==> config.mk <==
export PLATFORM = sky130hd
export DESIGN_NAME = tri_match_timer
export DESIGN_NICKNAME = d
export VERILOG_FILES = /design/src/rtl/tmr_pkg.sv /design/src/rtl/tmr_channel.sv /design/src/rtl/tmr_regctl.sv /design/src/rtl/tmr_datapath.sv /design/src/rtl/tri_match_timer.sv
export SDC_FILE = /design/constraint.sdc
export NUM_CORES = 1
export LEC_CHECK = 0
export BUFFER_PORTS_ARGS = -buffer_cell sky130_fd_sc_hd__clkbuf_2
export CORE_ASPECT_RATIO = 2
export CORE_MARGIN = 1.5
export CORE_UTILIZATION = 65
export CTS_CLUSTER_DIAMETER = 80
export DETAILED_ROUTE_END_ITERATION = 6
export GPL_ROUTABILITY_DRIVEN = 0
export GPL_TIMING_DRIVEN = 0
export HOLD_SLACK_MARGIN = 0.12
export PLACE_DENSITY_LB_ADDON = 0.12
export SETUP_SLACK_MARGIN = 0.2
export SLEW_MARGIN = 20
export SYNTH_ARGS = -nofsm -noshare
export SYNTH_HDL_FRONTEND = slang
export SYNTH_SLANG_ARGS = --single-unit
==> constraint.sdc <==
create_clock -name clk -period 6 [get_ports clk]
set_input_delay 1.2 -clock clk [delete_from_list [all_inputs] [get_ports clk]]
set_output_delay 1.2 -clock clk [all_outputs]
set_load 0.01 [all_outputs]
==> src/rtl/tmr_pkg.sv <==
package tmr_pkg;
  localparam int NUM_TMR   = 3;
  localparam int CNT_W     = 30;
  localparam int DATA_W    = CNT_W + 2;
  localparam int ADDR_W    = 4;
  localparam int IDX_W     = (NUM_TMR > 1) ? $clog2(NUM_TMR) : 1;
  localparam int CNT_BASE  = 4;
  localparam int STS_ADDR  = 8;
  localparam int MASK_ADDR = 9;

  typedef enum logic [2:0] {
    RD_NONE,
    RD_CTRL,
    RD_CNT,
    RD_STS,
    RD_MASK
  } rdKind_t;

  typedef struct packed {
    logic [NUM_TMR-1:0] ctrlWr;
    logic [NUM_TMR-1:0] cntWr;
    logic               stsWr;
    logic               maskWr;
    logic [DATA_W-1:0]  wrData;
    rdKind_t            rdKind;
    logic [IDX_W-1:0]   rdIdx;
  } tmrStrobe_t;
endpackage

==> src/rtl/tmr_channel.sv <==
module tmr_channel #(
  parameter int CNT_W = 30
) (
  input  logic             clk,
  input  logic             rstN,
  input  logic             ctrlWr,
  input  logic             cntWr,
  input  logic [CNT_W+1:0] wrData,
  output logic [CNT_W+1:0] ctrlQ,
  output logic [CNT_W-1:0] countQ,
  output logic             hit
);
  localparam int EN_BIT  = CNT_W + 1;
  localparam int RST_BIT = CNT_W;

  logic             stopped;
  logic             enable;
  logic             restart;
  logic [CNT_W-1:0] matchVal;
  logic             atMatch;
  logic             running;

  assign enable   = ctrlQ[EN_BIT];
  assign restart  = ctrlQ[RST_BIT];
  assign matchVal = ctrlQ[CNT_W-1:0];
  assign atMatch  = (countQ == matchVal);
  assign running  = enable && !stopped && !ctrlWr && !cntWr;
  assign hit      = running && atMatch;

  always_ff @(posedge clk or negedge rstN) begin
    if (!rstN) begin
      ctrlQ   <= '0;
      countQ  <= '0;
      stopped <= 1'b0;
    end else begin
      if (ctrlWr) begin
        ctrlQ <= wrData;
      end
      if (cntWr) begin
        countQ  <= wrData[CNT_W-1:0];
        stopped <= 1'b0;
      end else if (ctrlWr) begin
        stopped <= 1'b0;
      end else if (running) begin
        if (atMatch) begin
          if (restart) begin
            countQ <= '0;
          end else begin
            stopped <= 1'b1;
          end
        end else begin
          countQ <= countQ + 1'b1;
        end
      end
    end
  end
endmodule

==> src/rtl/tmr_regctl.sv <==
module tmr_regctl
  import tmr_pkg::*;
(
  input  logic [ADDR_W-1:0] busAddr,
  input  logic              busWr,
  input  logic [DATA_W-1:0] busWdata,
  output tmrStrobe_t        strobe
);
  always_comb begin
    strobe        = '0;
    strobe.wrData = busWdata;
    strobe.rdKind = RD_NONE;
    strobe.rdIdx  = '0;
    for (int i = 0; i < NUM_TMR; i++) begin
      if (busAddr == ADDR_W'(i)) begin
        strobe.ctrlWr[i] = busWr;
        strobe.rdKind    = RD_CTRL;
        strobe.rdIdx     = IDX_W'(i);
      end
      if (busAddr == ADDR_W'(CNT_BASE + i)) begin
        strobe.cntWr[i] = busWr;
        strobe.rdKind   = RD_CNT;
        strobe.rdIdx    = IDX_W'(i);
      end
    end
    if (busAddr == ADDR_W'(STS_ADDR)) begin
      strobe.stsWr  = busWr;
      strobe.rdKind = RD_STS;
    end
    if (busAddr == ADDR_W'(MASK_ADDR)) begin
      strobe.maskWr = busWr;
      strobe.rdKind = RD_MASK;
    end
  end
endmodule

==> src/rtl/tmr_datapath.sv <==
module tmr_datapath
  import tmr_pkg::*;
(
  input  logic                            clk,
  input  logic                            rstN,
  input  tmrStrobe_t                      strobe,
  output logic [DATA_W-1:0]               rdData,
  output logic                            irq,
  output logic [NUM_TMR-1:0][DATA_W-1:0]  ctrlVec,
  output logic [NUM_TMR-1:0][CNT_W-1:0]   countVec,
  output logic [NUM_TMR-1:0]              hitVec,
  output logic [NUM_TMR-1:0]              statusQ,
  output logic [NUM_TMR-1:0]              maskQ
);
  logic [NUM_TMR-1:0] clrBits;

  for (genvar g = 0; g < NUM_TMR; g++) begin : gChan
    tmr_channel #(.CNT_W(CNT_W)) u_chan (
      .clk    (clk),
      .rstN   (rstN),
      .ctrlWr (strobe.ctrlWr[g]),
      .cntWr  (strobe.cntWr[g]),
      .wrData (strobe.wrData),
      .ctrlQ  (ctrlVec[g]),
      .countQ (countVec[g]),
      .hit    (hitVec[g])
    );
  end

  assign clrBits = strobe.stsWr ? strobe.wrData[NUM_TMR-1:0] : '0;

  always_ff @(posedge clk or negedge rstN) begin
    if (!rstN) begin
      statusQ <= '0;
      maskQ   <= '0;
    end else begin
      statusQ <= (statusQ & ~clrBits) | hitVec;
      if (strobe.maskWr) begin
        maskQ <= strobe.wrData[NUM_TMR-1:0];
      end
    end
  end

  assign irq = |(statusQ & maskQ);

  always_comb begin
    case (strobe.rdKind)
      RD_CTRL: rdData = ctrlVec[strobe.rdIdx];
      RD_CNT:  rdData = DATA_W'(countVec[strobe.rdIdx]);
      RD_STS:  rdData = DATA_W'(statusQ);
      RD_MASK: rdData = DATA_W'(maskQ);
      default: rdData = '0;
    endcase
  end
endmodule

==> src/rtl/tri_match_timer.sv <==
module tri_match_timer
  import tmr_pkg::*;
(
  input  logic              clk,
  input  logic              rstN,
  input  logic [ADDR_W-1:0] busAddr,
  input  logic              busWr,
  input  logic [DATA_W-1:0] busWdata,
  output logic [DATA_W-1:0] busRdata,
  output logic              irqOut
);
  tmrStrobe_t                     strobe;
  logic [NUM_TMR-1:0][DATA_W-1:0] ctrlVec;
  logic [NUM_TMR-1:0][CNT_W-1:0]  countVec;
  logic [NUM_TMR-1:0]             hitVec;
  logic [NUM_TMR-1:0]             statusVec;
  logic [NUM_TMR-1:0]             maskVec;

  tmr_regctl u_regctl (
    .busAddr  (busAddr),
    .busWr    (busWr),
    .busWdata (busWdata),
    .strobe   (strobe)
  );

  tmr_datapath u_datapath (
    .clk      (clk),
    .rstN     (rstN),
    .strobe   (strobe),
    .rdData   (busRdata),
    .irq      (irqOut),
    .ctrlVec  (ctrlVec),
    .countVec (countVec),
    .hitVec   (hitVec),
    .statusQ  (statusVec),
    .maskQ    (maskVec)
  );
endmodule

==> results of run 1 <==
==> layer usage <==
metal  global-route usage (%)  GRT overflow
met2                     80.5             2
met3                     22.7             0
met1                     55.9             0
met5                        0             0
met4                     60.3             3
==> kinds of logic after synthesis <==
family,after synthesis,synth area share [%]
AOI/OAI and AO/OA,369,19.1
xor gates and xnor gates,90,5.73
adders and majority gates,3,0.273
buffers and inverters,175,6.54
DFF,195,35.4
muxes,115,9.26
and+or+nand+nor,624,23.6
==> per-stage QoR <==
stage,instance area (µm²),instances,setup TNS [ps],hold WS (ps),util [%]
after detailed placement,14500,1912,0,490,69.7
after floorplan,13800,1571,0,454,-
after global placement,14500,1910,-4210,466,69.4
after CTS,15100,1944,0,504,72.3
==> impl_metrics.env, run 1 <==
export IMPL_io_buffer_count=70
export IMPL_grt_use_total_pct=55.1
export IMPL_cts_setup_buffers=0
export IMPL_synth_cell_types=85
export IMPL_tool_error="[ERROR GRT-0116] Global routing finished with congestion. Check the congestion regions in the DRC Viewer."
export IMPL_syn_inst=1571
export IMPL_clock_path_buffers=2
export IMPL_synth_edf_count=0
export IMPL_die_height_um=209
export IMPL_grt_max_degree=88
export IMPL_synth_nets=1613
export IMPL_ios=72
export IMPL_hold_buffers=0
export IMPL_async_flop_share_pct=100
export IMPL_place_ws_ps=1180
export IMPL_synth_seq_area_share_pct=35.4
export IMPL_synth_area_top_cells="dfrtp_1 35%, mux2_2 8.1%, nand2_1 6.4%, xnor2_1 5.7%, a21oi_1 3.8%"
export IMPL_lastStage="global routing (5_1_grt)"
export IMPL_yosys_warnings=0
export IMPL_synth_top_area_cell="dfrtp_1"
export IMPL_synth_area_per_cell_um2=8.76
export IMPL_outcome="did not finish"
export IMPL_clockRootBuffer="clkbuf_16"
export IMPL_netlist_area_um2=13800
export IMPL_synth_top_area_share_pct=35.4
export IMPL_row_count=75
export IMPL_synth_common_cells="234 x nand2_1, 195 x dfrtp_1, 105 x a21oi_1"
export IMPL_cts_sinks=195
export IMPL_grt_pass1_wl_um=91300
export IMPL_ys_flop_type="dfrtp_1"
export IMPL_ys_ff_latch=195
export IMPL_yosys_cell_count_top_type="nand2_1"
export IMPL_die_width_um=106
export IMPL_cts_max_level=4
export IMPL_cts_resized=0
export IMPL_grt_overflow=5
export IMPL_grt_pass1_vias=15088
export IMPL_dp_hpwl_um=43000
export IMPL_start_util_pct=66.1
export IMPL_cts_inserted_buffers=17
==> run 2, diff against run 1 <==
--- a/config.mk
+++ b/config.mk
@@ -6,16 +6,12 @@
 export NUM_CORES = 1
 export LEC_CHECK = 0
 export BUFFER_PORTS_ARGS = -buffer_cell sky130_fd_sc_hd__clkbuf_2
-export CORE_ASPECT_RATIO = 2
 export CORE_MARGIN = 1.5
-export CORE_UTILIZATION = 65
-export CTS_CLUSTER_DIAMETER = 80
+export CORE_UTILIZATION = 40
 export DETAILED_ROUTE_END_ITERATION = 6
 export GPL_ROUTABILITY_DRIVEN = 0
 export GPL_TIMING_DRIVEN = 0
-export HOLD_SLACK_MARGIN = 0.12
-export PLACE_DENSITY_LB_ADDON = 0.12
-export SETUP_SLACK_MARGIN = 0.2
+export PLACE_DENSITY_LB_ADDON = 0.15
 export SLEW_MARGIN = 20
 export SYNTH_ARGS = -nofsm -noshare
 export SYNTH_HDL_FRONTEND = slang
==> impl_metrics.env, run 2 <==
export IMPL_outcome="complete, no violations"
export IMPL_synth_edf_count=0
export IMPL_hold_end="u_datapath.gChan[0].u_chan.stopped"
export IMPL_core_um2=33700
export IMPL_hold_violations=0
export IMPL_antenna_found_initial=1
export IMPL_largest_register_ffs=96
export IMPL_grt_max_degree=84
export IMPL_area_growth_syn_to_layout_pct=11.1
export IMPL_clk_pin_slew_ps=70
export IMPL_cts_resized=0
export IMPL_dr_total_vias=13174
export IMPL_clock_path_buffers=2
export IMPL_min_period_over_period_pct=87.1
export IMPL_antenna_left=0
export IMPL_reg2regPathDepth=8
export IMPL_nets=1704
export IMPL_hold_depth=2
export IMPL_final_common_cell="nand2_1"
export IMPL_hold_buffers=0
export IMPL_row_count=67
export IMPL_reg2reg_slack_ps=2910
export IMPL_holdCritPathClass="reg -> reg"
export IMPL_arrival_ps=4020
export IMPL_cts_tree="done"
export IMPL_drive_gt1_share_pct=19.8
export IMPL_fin_area_um2=15300
export IMPL_max_freq_ghz=0.191
export IMPL_synth_top_area_share_pct=35.4
export IMPL_p_leak_nw=6.28
export IMPL_wl_um=55600
export IMPL_tightestPinTransition_ps=845
export IMPL_relSlewSlack_pct=43.7
export IMPL_synth_top_area_cell="dfrtp_1"
export IMPL_placed_cells=2091
export IMPL_drc_errors=0
export IMPL_grt_use_total_pct=31.3
export IMPL_instances_no_fill=2123
export IMPL_rsz0062_at_grt="false"
export IMPL_die_width_um=189
export IMPL_clockRootBuffer="clkbuf_16"
export IMPL_fin_skew_ps=11.9
export IMPL_async_flop_share_pct=100
export IMPL_synth_area_per_cell_um2=8.76
export IMPL_syn_inst=1571
export IMPL_netlist_area_um2=13800
export IMPL_layout_setup_ws_ps=776
export IMPL_grt_pass1_wl_um=82100
export IMPL_ys_flop_type="dfrtp_1"
export IMPL_drt_iter0_markers=1159
export IMPL_cts_setup_buffers=0
export IMPL_reg2reg_from="u_datapath.gChan[1].u_chan.countQ[14]"
export IMPL_final_min_clock_period_ps=5220
export IMPL_hold_path_startpoint="u_datapath.gChan[0].u_chan.stopped"
export IMPL_cts_max_level=4
export IMPL_worstSetupStartpoint="busAddr[2]"
export IMPL_post_dp_cell_area_um2=14700
export IMPL_antenna_cells=0
export IMPL_reg_top3="u_datapath.gChan.u_chan.ctrlQ: 96 flops, u_datapath.gChan.u_chan.countQ: 90 flops"
export IMPL_ios=72
export IMPL_clkLatencyLatePin_ps=470
export IMPL_maxCapViolCount=0
export IMPL_yosys_cell_count_top_type="nand2_1"
export IMPL_dieArea_um2=35500
export IMPL_required_ps=4800
export IMPL_avgViaCountPerCell=6.21
export IMPL_num_fill_cells=3334
export IMPL_grt_overflow=0
export IMPL_tns_ps=0
export IMPL_dr_pass1_iters=5
export IMPL_critPathKind="in -> out"
export IMPL_yosys_warnings=0
export IMPL_cts_sinks=195
export IMPL_ir_drop_v=0.000229
export IMPL_critPathLaunchType="input pin"
export IMPL_multiInputGateArea_um2=7990
export IMPL_synth_nets=1613
export IMPL_die_height_um=189
export IMPL_synth_common_cells="234 x nand2_1, 195 x dfrtp_1, 105 x a21oi_1"
export IMPL_rr_endpoint="u_datapath.gChan[1].u_chan.countQ[15]"
export IMPL_synth_area_top_cells="dfrtp_1 35%, mux2_2 8.1%, nand2_1 6.4%, xnor2_1 5.7%, a21oi_1 3.8%"
export IMPL_io_buffer_count=70
export IMPL_largest_register="u_datapath.gChan.u_chan.ctrlQ"
export IMPL_ys_ff_latch=195
export IMPL_ff_latch_area_um2=4880
export IMPL_dp_hpwl_um=43000
export IMPL_synth_seq_area_share_pct=35.4
export IMPL_synth_cell_types=85
export IMPL_place_ws_ps=874
export IMPL_fin_util_pct=45.4
export IMPL_layout_common_cells="234 x nand2_1, 195 x dfrtp_1, 105 x a21oi_1"
export IMPL_slew_violations=0
export IMPL_grt_pass1_vias=12652
export IMPL_cts_inserted_buffers=17
export IMPL_setup_viol=0
export IMPL_worstSetupEndpointType="primary output"
export IMPL_start_util_pct=40.9
export IMPL_wl_per_cell_um=26.2
export IMPL_path_max_fanout=10
export IMPL_pwr_density_cell_nw_per_um2=329
-- run 2: cells by family (layout without fill, tap and decap cells) --
group	Yosys count	in the layout	share of synthesized area, %
and+or+nand+nor	624	624	23.6
adders and majority gates	3	3	0.273
buffers and inverters	175	279	6.54
muxes	115	115	9.26
AOI/OAI and AO/OA	369	369	19.1
DFF	195	195	35.4
xor gates and xnor gates	90	90	5.73
-- run 2: final cells by class --
cell class	count	share of cell area, %
clock buffer	21	3.14
buffer	151	5.30
tap	448	3.66
inverter	24	0.589
sequential	195	31.9
multi-input combinational	1201	52.2
timing repair buffer	72	2.71
clock inverter	11	0.515
-- run 2: worst max path at each step --
stage	end	slack, ps	depth (start not counted)
after floorplan	busRdata[30]	2190	7
after global placement	u_datapath.gChan[1].u_chan.countQ[10]	-450	1
after detailed placement	busRdata[17]	870	9
after CTS	busRdata[17]	850	9
after global routing	busRdata[20]	720	9
final	busRdata[17]	780	9
-- run 2: routing by layer --
metal,vias to the layer above,track usage [%],share of wire (%)
met5,-,0,0
met4,0,14.5,5.1
met3,139,5.38,7.3
met2,659,51.8,47
met1,6465,39.8,40
li1,5911,-,-
-- run 2: stage by stage --
step                total power [W]  hold slack [ps]
floorplan                   0.00321              454
global placement            0.00384              469
detailed placement          0.00388              476
CTS                         0.00501              493
global route                0.00528              534
finish                      0.00503              490
-- run 2: report_power, final --
group,switching (W),internal [W]
sequential,0.000311,0.00159
combinational,0.00119,0.000814
clock,0.000559,0.000575
-- run 2: critical path: stages --
cell	delay [ps]
clkbuf_2	180
clkbuf_1	540
or2_2	220
clkbuf_1	370
clkbuf_1	440
nor2_1	80
a211oi_1	480
o32a_1	330
clkbuf_2	180
Power figures use the tool's default switching activity.
==> run 3, diff against run 2 <==
--- a/config.mk
+++ b/config.mk
@@ -5,12 +5,10 @@
 export SDC_FILE = /design/constraint.sdc
 export NUM_CORES = 1
 export LEC_CHECK = 0
-export BUFFER_PORTS_ARGS = -buffer_cell sky130_fd_sc_hd__clkbuf_2
-export CORE_MARGIN = 1.5
 export CORE_UTILIZATION = 40
 export DETAILED_ROUTE_END_ITERATION = 6
+export DONT_BUFFER_PORTS = 1
 export GPL_ROUTABILITY_DRIVEN = 0
-export GPL_TIMING_DRIVEN = 0
 export PLACE_DENSITY_LB_ADDON = 0.15
 export SLEW_MARGIN = 20
 export SYNTH_ARGS = -nofsm -noshare
==> impl_metrics.env, run 3 (same netlist as run 2, synthesis figures left out) <==
export IMPL_p_total_w=0.00493
export IMPL_dr_pass1_iters=6
export IMPL_cts_resized=0
export IMPL_cts_inserted_buffers=17
export IMPL_largest_register="u_datapath.gChan.u_chan.ctrlQ"
export IMPL_reg_top3="u_datapath.gChan.u_chan.ctrlQ: 96 flops, u_datapath.gChan.u_chan.countQ: 90 flops"
export IMPL_dp_hpwl_um=37800
export IMPL_tightestPinTransition_ps=1100
export IMPL_avgViaCountPerCell=6.43
export IMPL_cp_slowest_cell="and2_2"
export IMPL_p_leak_nw=5.65
export IMPL_area_growth_syn_to_layout_pct=3.77
export IMPL_wl_um=52500
export IMPL_drt_iter0_markers=1392
export IMPL_io_buffer_count=0
export IMPL_fin_area_um2=14300
export IMPL_layout_setup_ws_ps=1470
export IMPL_clk_pin_slew_ps=70
export IMPL_instances_no_fill=1915
export IMPL_num_fill_cells=3442
export IMPL_final_common_cell="nand2_1"
export IMPL_critPathKind="in -> out"
export IMPL_slew_violations=0
export IMPL_clockRootBuffer="clkbuf_16"
export IMPL_critPathLaunchType="input pin"
export IMPL_cts_setup_buffers=0
export IMPL_post_dp_cell_area_um2=13700
export IMPL_final_min_clock_period_ps=4530
export IMPL_worstSetupEndpointType="primary output"
export IMPL_antenna_cells=0
export IMPL_core_um2=33700
export IMPL_pwr_density_cell_nw_per_um2=345
export IMPL_hold_buffers=0
export IMPL_wl_per_cell_um=27.4
export IMPL_path_max_fanout=50
export IMPL_cts_max_level=4
export IMPL_antenna_left=0
export IMPL_cp_slowest_stage_delay_ps=850
export IMPL_drive_gt1_share_pct=13.6
export IMPL_clkLatencyLatePin_ps=470
export IMPL_start_util_pct=40.9
export IMPL_ir_drop_v=0.000227
export IMPL_min_period_over_period_pct=75.5
export IMPL_grt_max_degree=196
export IMPL_maxCapViolCount=0
export IMPL_outcome="complete, no violations"
export IMPL_ios=72
export IMPL_nets=1496
export IMPL_grt_overflow=0
export IMPL_relSlewSlack_pct=26.2
export IMPL_dr_total_vias=12308
export IMPL_holdCritPathClass="in -> async"
export IMPL_antenna_found_initial=0
export IMPL_rsz0062_at_grt="false"
export IMPL_clock_path_buffers=2
export IMPL_cp_cell_sequence="nor2_2 > buf_4 > and2_2 > buf_4 > nand2_1 > a21oi_1 > o32a_1"
export IMPL_hold_violations=0
export IMPL_tns_ps=0
export IMPL_dieArea_um2=35200
export IMPL_cts_sinks=195
export IMPL_arrival_ps=3330
export IMPL_cp_common_cell="buf_4"
export IMPL_die_width_um=188
export IMPL_grt_pass1_vias=11780
export IMPL_required_ps=4800
export IMPL_row_count=67
export IMPL_largest_register_ffs=96
export IMPL_die_height_um=188
export IMPL_grt_pass1_wl_um=79700
export IMPL_placed_cells=1883
export IMPL_fin_skew_ps=15.0
export IMPL_layout_common_cells="232 x nand2_1, 195 x dfrtp_1, 105 x a21oi_1"
export IMPL_grt_use_total_pct=30.3
export IMPL_place_ws_ps=1500
export IMPL_max_freq_ghz=0.221
export IMPL_drc_errors=0
export IMPL_setup_viol=0
export IMPL_cts_tree="done"
run 3: changes by cell type in the layout (fill, tap and decap cells not counted), sizes merged:
cell | previous run | this run
buf | 75 | 15
bufinv | 0 | 4
clkbuf | 169 | 19
clkinvlp | 5 | 2
inv | 25 | 26
run 3: routing by layer:
layer / up-vias / GRT usage (%) / part of all wire, %
met1: 6190 / 39.6 / 42
met4: 0 / 13.7 / 4.5
met2: 491 / 48.5 / 47
met3: 113 / 5.78 / 6.8
li1: 5514 / - / -
met5: - / 0 / 0
run 3: report_power, final:
part	switching (W)	total, W	internal, W	leakage [nW]
combinational	0.000833	0.00153	0.000698	3.17
sequential	0.000534	0.00212	0.00159	2.18
clock	0.000572	0.00128	0.000710	0.304
total	0.00194	0.00493	0.00300	5.65
run 3: per-stage QoR:
| step | util (%) | hold slack [ps] |
|---|---|---|
| floorplan | - | 454 |
| global placement | 40.5 | 467 |
| detailed placement | 40.5 | 482 |
| CTS | 42.4 | 422 |
| global route | 42.4 | 418 |
| finish | 42.4 | 443 |
run 3: path summary, 6_finish.rpt:
kind | start | to | slack (ps) | cells after the start
max | busAddr[0] | busRdata[15] | 1470 | 7
min | rstN | u_datapath.gChan[2].u_chan.countQ[29] | 440 | 0
max reg2reg | u_datapath.gChan[1].u_chan.countQ[14] | u_datapath.gChan[1].u_chan.countQ[10] | 2660 | 6
min reg2reg | u_datapath.gChan[2].u_chan.stopped | u_datapath.gChan[2].u_chan.stopped | 500 | 2
max in group asynchronous | rstN | u_datapath.gChan[1].u_chan.ctrlQ[15] | 5150 | 0
min in group clk | u_datapath.gChan[2].u_chan.stopped | u_datapath.gChan[2].u_chan.stopped | 500 | 2
run 3: layout make-up:
type | count | area [µm²] | area share, %
sequential | 195 | 4880 | 34.2
clock inverter | 13 | 181 | 1.27
multi-input combinational | 1201 | 8020 | 56.1
inverter | 24 | 90.1 | 0.631
tap | 448 | 561 | 3.92
timing repair buffer | 15 | 113 | 0.788
clock buffer | 19 | 443 | 3.10
run 3: critical path, delay by kind of cell:
| kind | cells | cell delay (ps) |
|---|---|---|
| AO/OA/AOI/OAI | 2 | 410 |
| buffers and inverters | 2 | 670 |
| AND/OR/NAND/NOR | 3 | 1010 |
